### config.mk
export PLATFORM = sky130hd
export DESIGN_NAME = raster_sync_gen
export DESIGN_NICKNAME = d
export VERILOG_FILES = /design/src/rtl/rsg_pkg.sv /design/src/rtl/rsg_regs.sv /design/src/rtl/rsg_sync_in.sv /design/src/rtl/rsg_counters.sv /design/src/rtl/rsg_decode.sv /design/src/rtl/raster_sync_gen.sv
export SDC_FILE = /design/constraint.sdc
export NUM_CORES = 1
export LEC_CHECK = 0
export CAP_MARGIN = 20
export CORE_MARGIN = 5
export CORE_UTILIZATION = 55
export CTS_CLUSTER_DIAMETER = 40
export DETAILED_ROUTE_END_ITERATION = 7
export PLACE_DENSITY = 0.75
export SYNTH_ARGS = -nofsm -noshare
export SYNTH_HDL_FRONTEND = slang
export SYNTH_HIERARCHICAL = 1
export SYNTH_SLANG_ARGS = --single-unit
export TNS_END_PERCENT = 5
### constraint.sdc
create_clock -name clk -period 4.8 [get_ports clk]
set_input_delay 0.48 -clock clk [delete_from_list [all_inputs] [get_ports clk]]
set_output_delay 0.48 -clock clk [all_outputs]
set_load 0.01 [all_outputs]
### src/rtl/rsg_pkg.sv
package rsg_pkg;
  localparam int RSG_HW = 12;
  localparam int RSG_VW = 10;
  localparam int RSG_CW = 8;
  localparam int RSG_DW = 16;
  localparam int RSG_AW = 3;

  typedef enum logic [RSG_AW-1:0] {
    A_CTRL  = 3'd0,
    A_VDLY  = 3'd1,
    A_HDLY  = 3'd2,
    A_CLB   = 3'd3,
    A_CLE   = 3'd4,
    A_HPER  = 3'd5,
    A_LINES = 3'd6,
    A_NONE  = 3'd7
  } rsg_addr_e;

  typedef struct packed {
    logic              master;
    logic              sc_sel;
    logic              comp;
    logic [RSG_VW-1:0] vdelay;
    logic [RSG_HW-1:0] hdelay;
    logic [RSG_CW-1:0] clamp_b;
    logic [RSG_CW-1:0] clamp_e;
    logic [RSG_HW-1:0] hper;
    logic [RSG_VW-1:0] lines;
  } rsg_cfg_t;
endpackage

### src/rtl/rsg_regs.sv
module rsg_regs
  import rsg_pkg::*;
#(
  parameter int VDLY_RST  = 32,
  parameter int HDLY_RST  = 72,
  parameter int CLB_RST   = 2,
  parameter int CLE_RST   = 10,
  parameter int HPER_RST  = 1024,
  parameter int LINES_RST = 625
) (
  input  logic              clk,
  input  logic              rst_n,
  input  logic              wr_en,
  input  logic [RSG_AW-1:0] wr_addr,
  input  logic [RSG_DW-1:0] wr_data,
  input  logic [RSG_AW-1:0] rd_addr,
  output logic [RSG_DW-1:0] rd_data,
  output rsg_cfg_t          cfg
);
  logic unused_wr_hi;
  assign unused_wr_hi = ^wr_data[RSG_DW-1:RSG_HW];

  always_ff @(posedge clk or negedge rst_n) begin
    if (!rst_n) begin
      cfg.master  <= 1'b0;
      cfg.sc_sel  <= 1'b0;
      cfg.comp    <= 1'b0;
      cfg.vdelay  <= RSG_VW'(VDLY_RST);
      cfg.hdelay  <= RSG_HW'(HDLY_RST);
      cfg.clamp_b <= RSG_CW'(CLB_RST);
      cfg.clamp_e <= RSG_CW'(CLE_RST);
      cfg.hper    <= RSG_HW'(HPER_RST);
      cfg.lines   <= RSG_VW'(LINES_RST);
    end else if (wr_en) begin
      case (rsg_addr_e'(wr_addr))
        A_CTRL: begin
          cfg.master <= wr_data[0];
          cfg.sc_sel <= wr_data[1];
          cfg.comp   <= wr_data[2];
        end
        A_VDLY:  cfg.vdelay  <= wr_data[RSG_VW-1:0];
        A_HDLY:  cfg.hdelay  <= wr_data[RSG_HW-1:0];
        A_CLB:   cfg.clamp_b <= wr_data[RSG_CW-1:0];
        A_CLE:   cfg.clamp_e <= wr_data[RSG_CW-1:0];
        A_HPER:  cfg.hper    <= wr_data[RSG_HW-1:0];
        A_LINES: cfg.lines   <= wr_data[RSG_VW-1:0];
        default: ;
      endcase
    end
  end

  always_comb begin
    rd_data = '0;
    case (rsg_addr_e'(rd_addr))
      A_CTRL:  rd_data = RSG_DW'({cfg.comp, cfg.sc_sel, cfg.master});
      A_VDLY:  rd_data = RSG_DW'(cfg.vdelay);
      A_HDLY:  rd_data = RSG_DW'(cfg.hdelay);
      A_CLB:   rd_data = RSG_DW'(cfg.clamp_b);
      A_CLE:   rd_data = RSG_DW'(cfg.clamp_e);
      A_HPER:  rd_data = RSG_DW'(cfg.hper);
      A_LINES: rd_data = RSG_DW'(cfg.lines);
      default: rd_data = '0;
    endcase
  end
endmodule

### src/rtl/rsg_sync_in.sv
module rsg_sync_in #(
  parameter int SC_THR = 16
) (
  input  logic clk,
  input  logic rst_n,
  input  logic h_in,
  input  logic v_in,
  input  logic sc_sel,
  output logic h_ev,
  output logic v_ev
);
  localparam int SCW = $clog2(SC_THR + 1);
  localparam logic [SCW-1:0] THR = SCW'(SC_THR);

  logic           h_q, v_q;
  logic [SCW-1:0] sc_w;
  logic           h_fall, sc_long;

  always_ff @(posedge clk or negedge rst_n) begin
    if (!rst_n) begin
      h_q  <= 1'b0;
      v_q  <= 1'b0;
      sc_w <= '0;
    end else begin
      h_q <= h_in;
      v_q <= v_in;
      if (!h_in)          sc_w <= '0;
      else if (sc_w < THR) sc_w <= sc_w + SCW'(1);
    end
  end

  assign h_fall  = h_q & ~h_in;
  assign sc_long = (sc_w >= THR);

  always_comb begin
    if (sc_sel) begin
      v_ev = h_fall & sc_long;
      h_ev = h_fall & ~sc_long;
    end else begin
      h_ev = h_in & ~h_q;
      v_ev = v_in & ~v_q;
    end
  end

  // a sandcastle edge is either a line or a field event, never both
  a_r4_one_event: assert property (@(posedge clk) disable iff (!rst_n)
    sc_sel |-> $onehot0({h_ev, v_ev}));
endmodule

### src/rtl/rsg_counters.sv
module rsg_counters
  import rsg_pkg::*;
(
  input  logic              clk,
  input  logic              rst_n,
  input  logic              master,
  input  logic [RSG_HW-1:0] hper,
  input  logic [RSG_VW-1:0] lines,
  input  logic              h_ev,
  input  logic              v_ev,
  output logic [RSG_HW-1:0] hcnt,
  output logic [RSG_VW-1:0] vcnt
);
  localparam logic [RSG_HW-1:0] HMAX = '1;
  localparam logic [RSG_VW-1:0] VMAX = '1;

  logic [RSG_HW-1:0] hlim;
  logic [RSG_VW-1:0] vlim;

  assign hlim = (hper == '0) ? '0 : hper - RSG_HW'(1);
  assign vlim = (lines == '0) ? '0 : lines - RSG_VW'(1);

  always_ff @(posedge clk or negedge rst_n) begin
    if (!rst_n) begin
      hcnt <= '0;
      vcnt <= '0;
    end else if (master) begin
      if (hcnt >= hlim) begin
        hcnt <= '0;
        vcnt <= (vcnt >= vlim) ? '0 : vcnt + RSG_VW'(1);
      end else begin
        hcnt <= hcnt + RSG_HW'(1);
      end
    end else if (v_ev) begin
      hcnt <= '0;
      vcnt <= '0;
    end else if (h_ev) begin
      hcnt <= '0;
      if (vcnt != VMAX) vcnt <= vcnt + RSG_VW'(1);
    end else if (hcnt != HMAX) begin
      hcnt <= hcnt + RSG_HW'(1);
    end
  end

  // in source mode the pixel count only steps by one or restarts
  a_r5_master_step: assert property (@(posedge clk) disable iff (!rst_n)
    master |=> (hcnt == '0 || hcnt == $past(hcnt) + RSG_HW'(1)));

  // a follower field event clears both counts
  a_r3_field_clear: assert property (@(posedge clk) disable iff (!rst_n)
    (!master && v_ev) |=> (hcnt == '0 && vcnt == '0));
endmodule

### src/rtl/rsg_decode.sv
module rsg_decode
  import rsg_pkg::*;
#(
  parameter int CLAMP_DIV = 4,
  parameter int HS_W      = 8,
  parameter int VS_LINES  = 3,
  parameter int EQ_LINES  = 2,
  parameter int EQ_W      = 4
) (
  input  logic              clk,
  input  logic              rst_n,
  input  logic              master,
  input  logic              comp,
  input  logic [RSG_HW-1:0] hcnt,
  input  logic [RSG_VW-1:0] vcnt,
  input  logic [RSG_HW-1:0] hper,
  input  logic [RSG_VW-1:0] lines,
  input  logic [RSG_HW-1:0] hdelay,
  input  logic [RSG_VW-1:0] vdelay,
  input  logic [RSG_CW-1:0] clamp_b,
  input  logic [RSG_CW-1:0] clamp_e,
  output logic              h_out,
  output logic              v_out,
  output logic              sync_oe,
  output logic              disp_hstart,
  output logic              disp_vstart,
  output logic              clamp_win
);
  localparam int CPW = RSG_HW + RSG_CW;
  localparam logic [RSG_HW-1:0] HSW  = RSG_HW'(HS_W);
  localparam logic [RSG_HW-1:0] EQW  = RSG_HW'(EQ_W);
  localparam logic [RSG_VW-1:0] VSL  = RSG_VW'(VS_LINES);
  localparam logic [RSG_VW:0]   EQL  = (RSG_VW+1)'(EQ_LINES);
  localparam logic [RSG_VW:0]   VSEQ = (RSG_VW+1)'(VS_LINES + EQ_LINES);

  logic            hs, vs_line, eq_line, eq_pulse, comp_val;
  logic [RSG_HW-1:0] half;
  logic [RSG_HW:0]   half_end;
  logic [CPW-1:0]    cl_b, cl_e, hc_w;

  assign hs       = (hcnt < HSW);
  assign vs_line  = (vcnt < VSL);
  assign half     = hper >> 1;
  assign half_end = {1'b0, half} + {1'b0, EQW};
  assign eq_pulse = (hcnt < EQW) ||
                    (hcnt >= half && {1'b0, hcnt} < half_end);

  generate
    if (EQ_LINES == 0) begin : g_no_eq
      assign eq_line = 1'b0;
    end else begin : g_eq
      assign eq_line = !vs_line &&
                       (({1'b0, vcnt} < VSEQ) ||
                        ({1'b0, vcnt} + EQL >= {1'b0, lines}));
    end
  endgenerate

  always_comb begin
    if (vs_line)      comp_val = 1'b1;
    else if (eq_line) comp_val = eq_pulse;
    else              comp_val = hs;
  end

  assign sync_oe = master;
  assign h_out   = master & hs;
  assign v_out   = master & (comp ? comp_val : vs_line);

  assign disp_hstart = (hcnt == hdelay);
  assign disp_vstart = (hcnt == '0) && (vcnt == vdelay);

  assign cl_b = CPW'(clamp_b) * CPW'(CLAMP_DIV);
  assign cl_e = CPW'(clamp_e) * CPW'(CLAMP_DIV);
  assign hc_w = CPW'(hcnt);

  always_comb begin
    if (clamp_b <= clamp_e) clamp_win = (hc_w >= cl_b) && (hc_w < cl_e);
    else                    clamp_win = (hc_w >= cl_b) || (hc_w < cl_e);
  end

  // follower mode keeps both sync pins low
  a_r6_follower_quiet: assert property (@(posedge clk) disable iff (!rst_n)
    !sync_oe |-> (!h_out && !v_out));

  // the horizontal start mark lasts one cycle while its delay is steady
  a_r9_hstart_single: assert property (@(posedge clk) disable iff (!rst_n)
    (disp_hstart && hdelay != '0 && hdelay != '1) |=>
      (!disp_hstart || hdelay != $past(hdelay)));

  // a wrapped window covers the sync start
  a_r11_wrap_covers_zero: assert property (@(posedge clk) disable iff (!rst_n)
    (clamp_b > clamp_e && clamp_e != '0 && hcnt == '0) |-> clamp_win);
endmodule

### src/rtl/raster_sync_gen.sv
module raster_sync_gen
  import rsg_pkg::*;
#(
  parameter int VDLY_RST  = 32,
  parameter int HDLY_RST  = 72,
  parameter int CLB_RST   = 2,
  parameter int CLE_RST   = 10,
  parameter int HPER_RST  = 1024,
  parameter int LINES_RST = 625,
  parameter int CLAMP_DIV = 4,
  parameter int HS_W      = 8,
  parameter int VS_LINES  = 3,
  parameter int EQ_LINES  = 2,
  parameter int EQ_W      = 4,
  parameter int SC_THR    = 16
) (
  input  logic        clk,
  input  logic        rst_n,
  input  logic        wr_en,
  input  logic [2:0]  wr_addr,
  input  logic [15:0] wr_data,
  input  logic [2:0]  rd_addr,
  output logic [15:0] rd_data,
  input  logic        h_in,
  input  logic        v_in,
  output logic        h_out,
  output logic        v_out,
  output logic        sync_oe,
  output logic        disp_hstart,
  output logic        disp_vstart,
  output logic        clamp_win
);
  rsg_cfg_t          cfg;
  logic              h_ev, v_ev;
  logic [RSG_HW-1:0] hcnt;
  logic [RSG_VW-1:0] vcnt;

  rsg_regs #(
    .VDLY_RST(VDLY_RST), .HDLY_RST(HDLY_RST), .CLB_RST(CLB_RST),
    .CLE_RST(CLE_RST), .HPER_RST(HPER_RST), .LINES_RST(LINES_RST)
  ) regs_i (
    .clk(clk), .rst_n(rst_n), .wr_en(wr_en), .wr_addr(wr_addr),
    .wr_data(wr_data), .rd_addr(rd_addr), .rd_data(rd_data), .cfg(cfg)
  );

  rsg_sync_in #(.SC_THR(SC_THR)) sync_i (
    .clk(clk), .rst_n(rst_n), .h_in(h_in), .v_in(v_in),
    .sc_sel(cfg.sc_sel), .h_ev(h_ev), .v_ev(v_ev)
  );

  rsg_counters cnt_i (
    .clk(clk), .rst_n(rst_n), .master(cfg.master), .hper(cfg.hper),
    .lines(cfg.lines), .h_ev(h_ev), .v_ev(v_ev), .hcnt(hcnt), .vcnt(vcnt)
  );

  rsg_decode #(
    .CLAMP_DIV(CLAMP_DIV), .HS_W(HS_W), .VS_LINES(VS_LINES),
    .EQ_LINES(EQ_LINES), .EQ_W(EQ_W)
  ) dec_i (
    .clk(clk), .rst_n(rst_n), .master(cfg.master), .comp(cfg.comp),
    .hcnt(hcnt), .vcnt(vcnt), .hper(cfg.hper), .lines(cfg.lines),
    .hdelay(cfg.hdelay), .vdelay(cfg.vdelay),
    .clamp_b(cfg.clamp_b), .clamp_e(cfg.clamp_e),
    .h_out(h_out), .v_out(v_out), .sync_oe(sync_oe),
    .disp_hstart(disp_hstart), .disp_vstart(disp_vstart),
    .clamp_win(clamp_win)
  );
endmodule

==> run metrics, run 1 <==
outcome finished, final reports clean; RePlAce Congestion 0.934; largest net degree at the start of global routing 60; worst-margin pin slew 1.06 ns; clock sinks 92; Post-route DRC 0; dpl cell area 7900 µm²; CP required 4.32 ns; clock tree buffer depth 2; FF-to-FF path depth 13; Non-Filler Instances 971; Final nets 901; Clock Latency Late Sink 0.35 ns; vias in the first global route 6073; Die Ht 126 µm; final hold vios 0; Design Area, Final ~8200 µm²; drt wl/cell between 20 and 25 µm; most frequent cell after synthesis ha_1; via count 6008; register area 2320 µm²; H-tree levels 3; Multi-input gate area 4710 µm²; unique cell type count in the Yosys netlist 72; Synth-to-Final Area Change 10.8%; CTS tree done; Area contributors post-synth dfrtp_1, ha_1, mux2_2; Power per Cell Area 400 nW/µm²; Crit. End Element output port; Post-synth EDFFs 0; DP Wirelength 15.1 mm; Leak Pwr 3.65 nW; fmax 228 MHz; number of core rows 42; fin. max-slew vios 0; routed vias/inst 6.19; CP Class reg -> out; initial core utilization between 50% and 60%; initial antenna violation count 0; Post-Route WL roughly 20 mm; register bit total from synthesis 92; startpoint type of the worst setup path flip-flop; hold_buf cts 0; antenna-violating nets left 0; slew margin rel. 29.1%; ys flop type dfrtp_1; Max VDD drop between 0.2 and 0.25 mV; Mean Syn Cell Area between 9 and 10 µm²; Die Footprint about 16000 µm²; fin crit period around 4.4 ns; global-route wire length before repair 32.0 mm; Post-Route Skew ~0.008 ns; Total Routing Usage GR 25.3%; CTS buffer count 9; Fin Setup TNS 0 ns; clk slew on worst S/H paths 0.07 ns; Pre-antenna DRT Iters 5; Clock Tree Root clkbuf_16; setup bufs post-CTS 0; CORE AREA 13200 µm²; I/O Buffers 40; Final setup viols 0; # Max-Cap Violations 0; Synth Instances 755; Synth top area share 27.1%; Resized cells post-CTS 0; initial DRC count ~360; Cell Area, Synth 7390 µm²; antenna cells 0; GRT overflow 0; CP Max Fanout 12; Hold/Removal Path Class in -> async; Cells after DPL approximately 960; Syn. warnings 6; RSZ-0062 raised after global routing false; Synth area leader dfrtp_1; synth cell count leaders ha_1, dfrtp_1, mux2_2, inv_1, xnor2_1; Seq/Total Area, Yosys 31.4%; layout cell share with drive strength beyond 1 15.7%; final cycle utilization of the critical path 91.4%; Die Wd 126 µm; boundary pin count slightly below 50; critical path arrival between 3 and 4 ns; async set or reset register ratio after synthesis 100%; Fill cells 1115
## power breakdown
group / switching, mW / leakage (nW) / internal, mW
logic: 0.643 / 2.39 / 0.649
registers: 0.349 / 1.12 / 0.947
clock network: 0.310 / 0.142 / 0.381
total: 1.30 / 3.65 / 1.98
## sequential cells by signal, indices dropped and copies added, names as in the netlist
signal and flops:
sync_i/h_q 1, regs_i/cfg 63, sync_i/sc_w 5, cnt_i/hcnt 12, cnt_i/vcnt 10, sync_i/v_q 1
## logic make-up (layout without fill, tap and decap cells)
kind of cell | Yosys count | count (layout) | share of synthesized area [%]
other cells | 1 | 4 | 0.0508
buf+inv | 81 | 118 | 5.00
xor+xnor | 60 | 60 | 7.11
simple gates | 230 | 230 | 17.8
flops | 92 | 92 | 31.4
compound gates | 120 | 120 | 11.5
fa+ha+maj | 85 | 85 | 14.4
mux | 86 | 86 | 12.8
## layout make-up
class | instances | area share [%]
inverters | 57 | 2.61
repair buffers | 45 | 5.32
multi-input cells | 585 | 57.6
flip-flops and latches | 92 | 28.3
well taps | 176 | 2.69
clock buffers | 11 | 3.09
clock inverters | 5 | 0.428
## layer usage
metal / GRT usage, % / wire [µm]
met4: 9.02 / 616
met3: 3.39 / 1080
met1: 34.7 / 8910
met5: 0 / 0
met2: 41.2 / 9470
## through the flow
step | utilization (%) | power, mW | hold slack [ns] | worst slack, ns
after floorplan | - | 2.12 | 0.184 | 1.32
after global placement | 59.9 | 2.49 | 0.448 | 0.969
after detailed placement | 59.9 | 2.58 | 0.454 | 0.840
after CTS | 62.1 | 3.27 | 0.0876 | 0.455
after global routing | 62.1 | 3.50 | 0.117 | 0.179
final | 62.1 | 3.28 | 0.0764 | 0.412
## worst max-delay path, stage by stage (launching register included)
cell and delay, ns:
dfrtp_1 0.63, and3_1 0.25, nand3_2 0.11, nor2_1 0.21, xor2_1 0.20, ha_1 0.27
a21o_1 0.17, a21oi_1 0.17, o311ai_2 0.12, a41oi_1 0.44, a2111oi_0 0.14, o31a_1 0.36
clkdlybuf4s50_1 0.49
## path summary, 6_finish.rpt
check / start / to / slack, ns
hold reg to reg: regs_i/cfg[29] / regs_i/cfg[29] / 0.56
hold / removal: rst_n / cnt_i/hcnt[0] / 0.08
min in group clk: regs_i/cfg[29] / regs_i/cfg[29] / 0.56
setup reg to reg: regs_i/cfg[15] / cnt_i/vcnt[8] / 0.82
max in group asynchronous: rst_n / regs_i/cfg[10] / 3.64
setup / recovery: cnt_i/vcnt[5] / v_out / 0.41
## cells in the final DEF, fill, tap and decap left out, types with 11 or more instances in the layout
cell type	n
a21oi_1	25
and3_1	11
clkdlybuf4s50_1	39
dfrtp_1	80
dfstp_2	12
ha_1	84
inv_1	57
mux2_2	69
mux2i_1	17
nand2_1	36
nand2b_1	18
nand3_1	28
nand4_1	25
nor2_1	30
nor2b_1	16
nor3_1	14
o21ai_0	16
xnor2_1	41
xor2_1	19
Power figures use the tool's default switching activity.
==> run 2, diff against run 1 <==
==> constraint.sdc (replaced) <==
create_clock -name clk -period 5.5 [get_ports clk]
set_input_delay 0.55 -clock clk [delete_from_list [all_inputs] [get_ports clk]]
set_output_delay 0.55 -clock clk [all_outputs]
set_load 0.01 [all_outputs]
==> run 2 against run 1 <==
Against the previous run: register-to-register slack better by 0.66 ns; worst setup slack better by 0.62 ns; count of clock-buffer cells in the layout unchanged; worst hold slack got worse by 0.072 ns; routed wire length about the same; global-route usage grew 0.054 points; first-iteration DRC count rose by 45%; critical path depth is the same; cell count stayed put; combinational power decreased by 13%; via count is 1.3% higher; critical endpoint unchanged.
==> run metrics, run 2 (synthesis gave the netlist of run 1 again) <==
Fin Setup TNS 0 ns (unchanged); fin. max-slew vios 0 (unchanged); startpoint type of the worst setup path flip-flop; RePlAce Congestion 0.917 (-1.8%); Regs by FF count regs_i/cfg (63), cnt_i/hcnt (12), cnt_i/vcnt (10); RSZ-0062 raised after global routing false; outcome finished, final reports clean; fmax approximately 220 MHz; critical path arrival 3.92 ns (about the same); Clock Tree Root clkbuf_16; Resized cells post-CTS 0 (unchanged); Synth-to-Final Area Change 11.3%; CP required 4.95 ns (+0.63 ns); slew margin rel. 30.2% (+1.1 points); setup bufs post-CTS 0 (unchanged); initial antenna violation count 0 (unchanged); CP Class reg -> out; Post-Route Skew 0.00930 ns (+0.00149 ns); initial DRC count 526 (+45%); Fill cells 1088 (-2.4%); most frequent cells in the layout ha_1, dfrtp_1, mux2_2, inv_1, xnor2_1; antenna cells 0 (unchanged); routed vias/inst 6.27 (+1.3%); drt wl/cell 20.7 µm (about the same); Post-route DRC 0 (unchanged); R2R Path End cnt_i/vcnt[7]; layout cell share with drive strength beyond 1 15.6% (-0.13 points); number of core rows 42 (unchanged); # Max-Cap Violations 0 (unchanged); I/O Buffers 40 (unchanged); WHS 0.00457 ns (-0.0718 ns); via count 6085 (+1.3%); Power Total 2.89 mW (-12%); clock tree buffer depth 2 (unchanged); GRT overflow 0 (unchanged); boundary pin count 49 (unchanged); worst r2r src regs_i/cfg[15]; final cycle utilization of the critical path 81.3%; H-tree levels 3 (unchanged); largest net degree at the start of global routing 85 (+42%); CTS buffer count 9 (unchanged); Post-Route WL 20.1 mm (about the same); Die Ht 126 µm (unchanged); CORE AREA 13200 µm² (unchanged); max FFs per register 63 (unchanged); Power per Cell Area 352 nW/µm² (-12%); Die Footprint 15800 µm² (unchanged); Die Wd 126 µm (unchanged); Final setup viols 0 (unchanged); FF-to-FF path depth 13 (unchanged); most common cell after layout, fill and taps aside ha_1; vias in the first global route 6089 (+0.26%); final hold vios 0 (unchanged); clk slew on worst S/H paths 0.07 ns (about the same); antenna-violating nets left 0 (unchanged); worst-margin pin slew 1.04 ns (-0.0166 ns); hold_buf cts 0 (unchanged); flop2flop setup slack 1.48 ns (+0.66 ns); clock sinks 92 (unchanged); Total Routing Usage GR 25.3% (+0.054 points); initial core utilization 56.0% (unchanged); CP Max Fanout 12 (unchanged); Max VDD drop 0.203 mV (-5.9%); Hold/Removal Path Class in -> async; global-route wire length before repair 32.0 mm (-0.22%); CTS tree done; Leak Pwr 3.66 nW (+0.21%); Pre-antenna DRT Iters 7 (+2); Final nets 901 (unchanged); Clock Latency Late Sink 0.36 ns (about the same); DP Wirelength 14.7 mm (-2.6%); Most flops, register regs_i/cfg; fin crit period 4.47 ns; Crit. End Element output port
==> run 2: cell count changes in the layout (fill, tap and decap cells not counted), sizes merged <==
cell and change:
bufinv +1, clkinvlp +1, clkinv -2
==> run 2: layer usage <==
layer	wire (µm)	up-vias	part of all wire, %	GRT usage [%]
met5	0	-	0	0
met4	641	0	3.2	9.65
met3	1130	55	5.6	4.95
met2	9470	205	47	40.7
met1	8850	3012	44	33.9
li1	-	2813	-	-
==> run 2: power breakdown <==
| group | switching [mW] | internal (mW) |
|---|---|---|
| sequential | 0.307 | 0.826 |
| combinational | 0.552 | 0.565 |
| clock | 0.277 | 0.366 |
==> run 2: final cells by class <==
cell class	count	area (µm²)	share of cell area (%)
clock buffer	11	243	2.95
multi-input combinational	585	4710	57.3
sequential	92	2320	28.2
tap	176	220	2.68
inverter	57	214	2.60
timing repair buffer	45	455	5.54
clock inverter	5	58.8	0.715
==> run 2: per-stage QoR <==
step	cell area (µm²)	utilization (%)	cells	setup WS [ns]
global placement	7890	59.8	954	1.63
finish	8220	62.3	971	1.03
global route	8220	62.3	971	0.893
CTS	8190	62.1	970	1.11
floorplan	7400	-	758	2.02
detailed placement	7890	59.8	954	1.50
==> run 2: worst max-delay path: stages (launching register included) <==
cell and delay [ns]:
dfrtp_1 0.65, and3_1 0.25, nand3_2 0.12, nor2_1 0.17
xor2_1 0.18, ha_1 0.28, a21o_1 0.17, a21oi_1 0.17
o311ai_2 0.12, a41oi_1 0.47, a2111oi_0 0.14, o31a_1 0.35
clkdlybuf4s50_1 0.48
==> run 2: worst max-delay path by stage <==
stage / start / end / slack (ns) / depth (start not counted)
floorplan: regs_i/cfg[15] / cnt_i/vcnt[7] / 2.02 / 14
global placement: regs_i/cfg[13] / v_out / 1.63 / 11
detailed placement: cnt_i/vcnt[5] / v_out / 1.50 / 12
CTS: cnt_i/vcnt[5] / v_out / 1.11 / 12
global route: regs_i/cfg[15] / v_out / 0.89 / 12
finish: cnt_i/vcnt[5] / v_out / 1.03 / 12
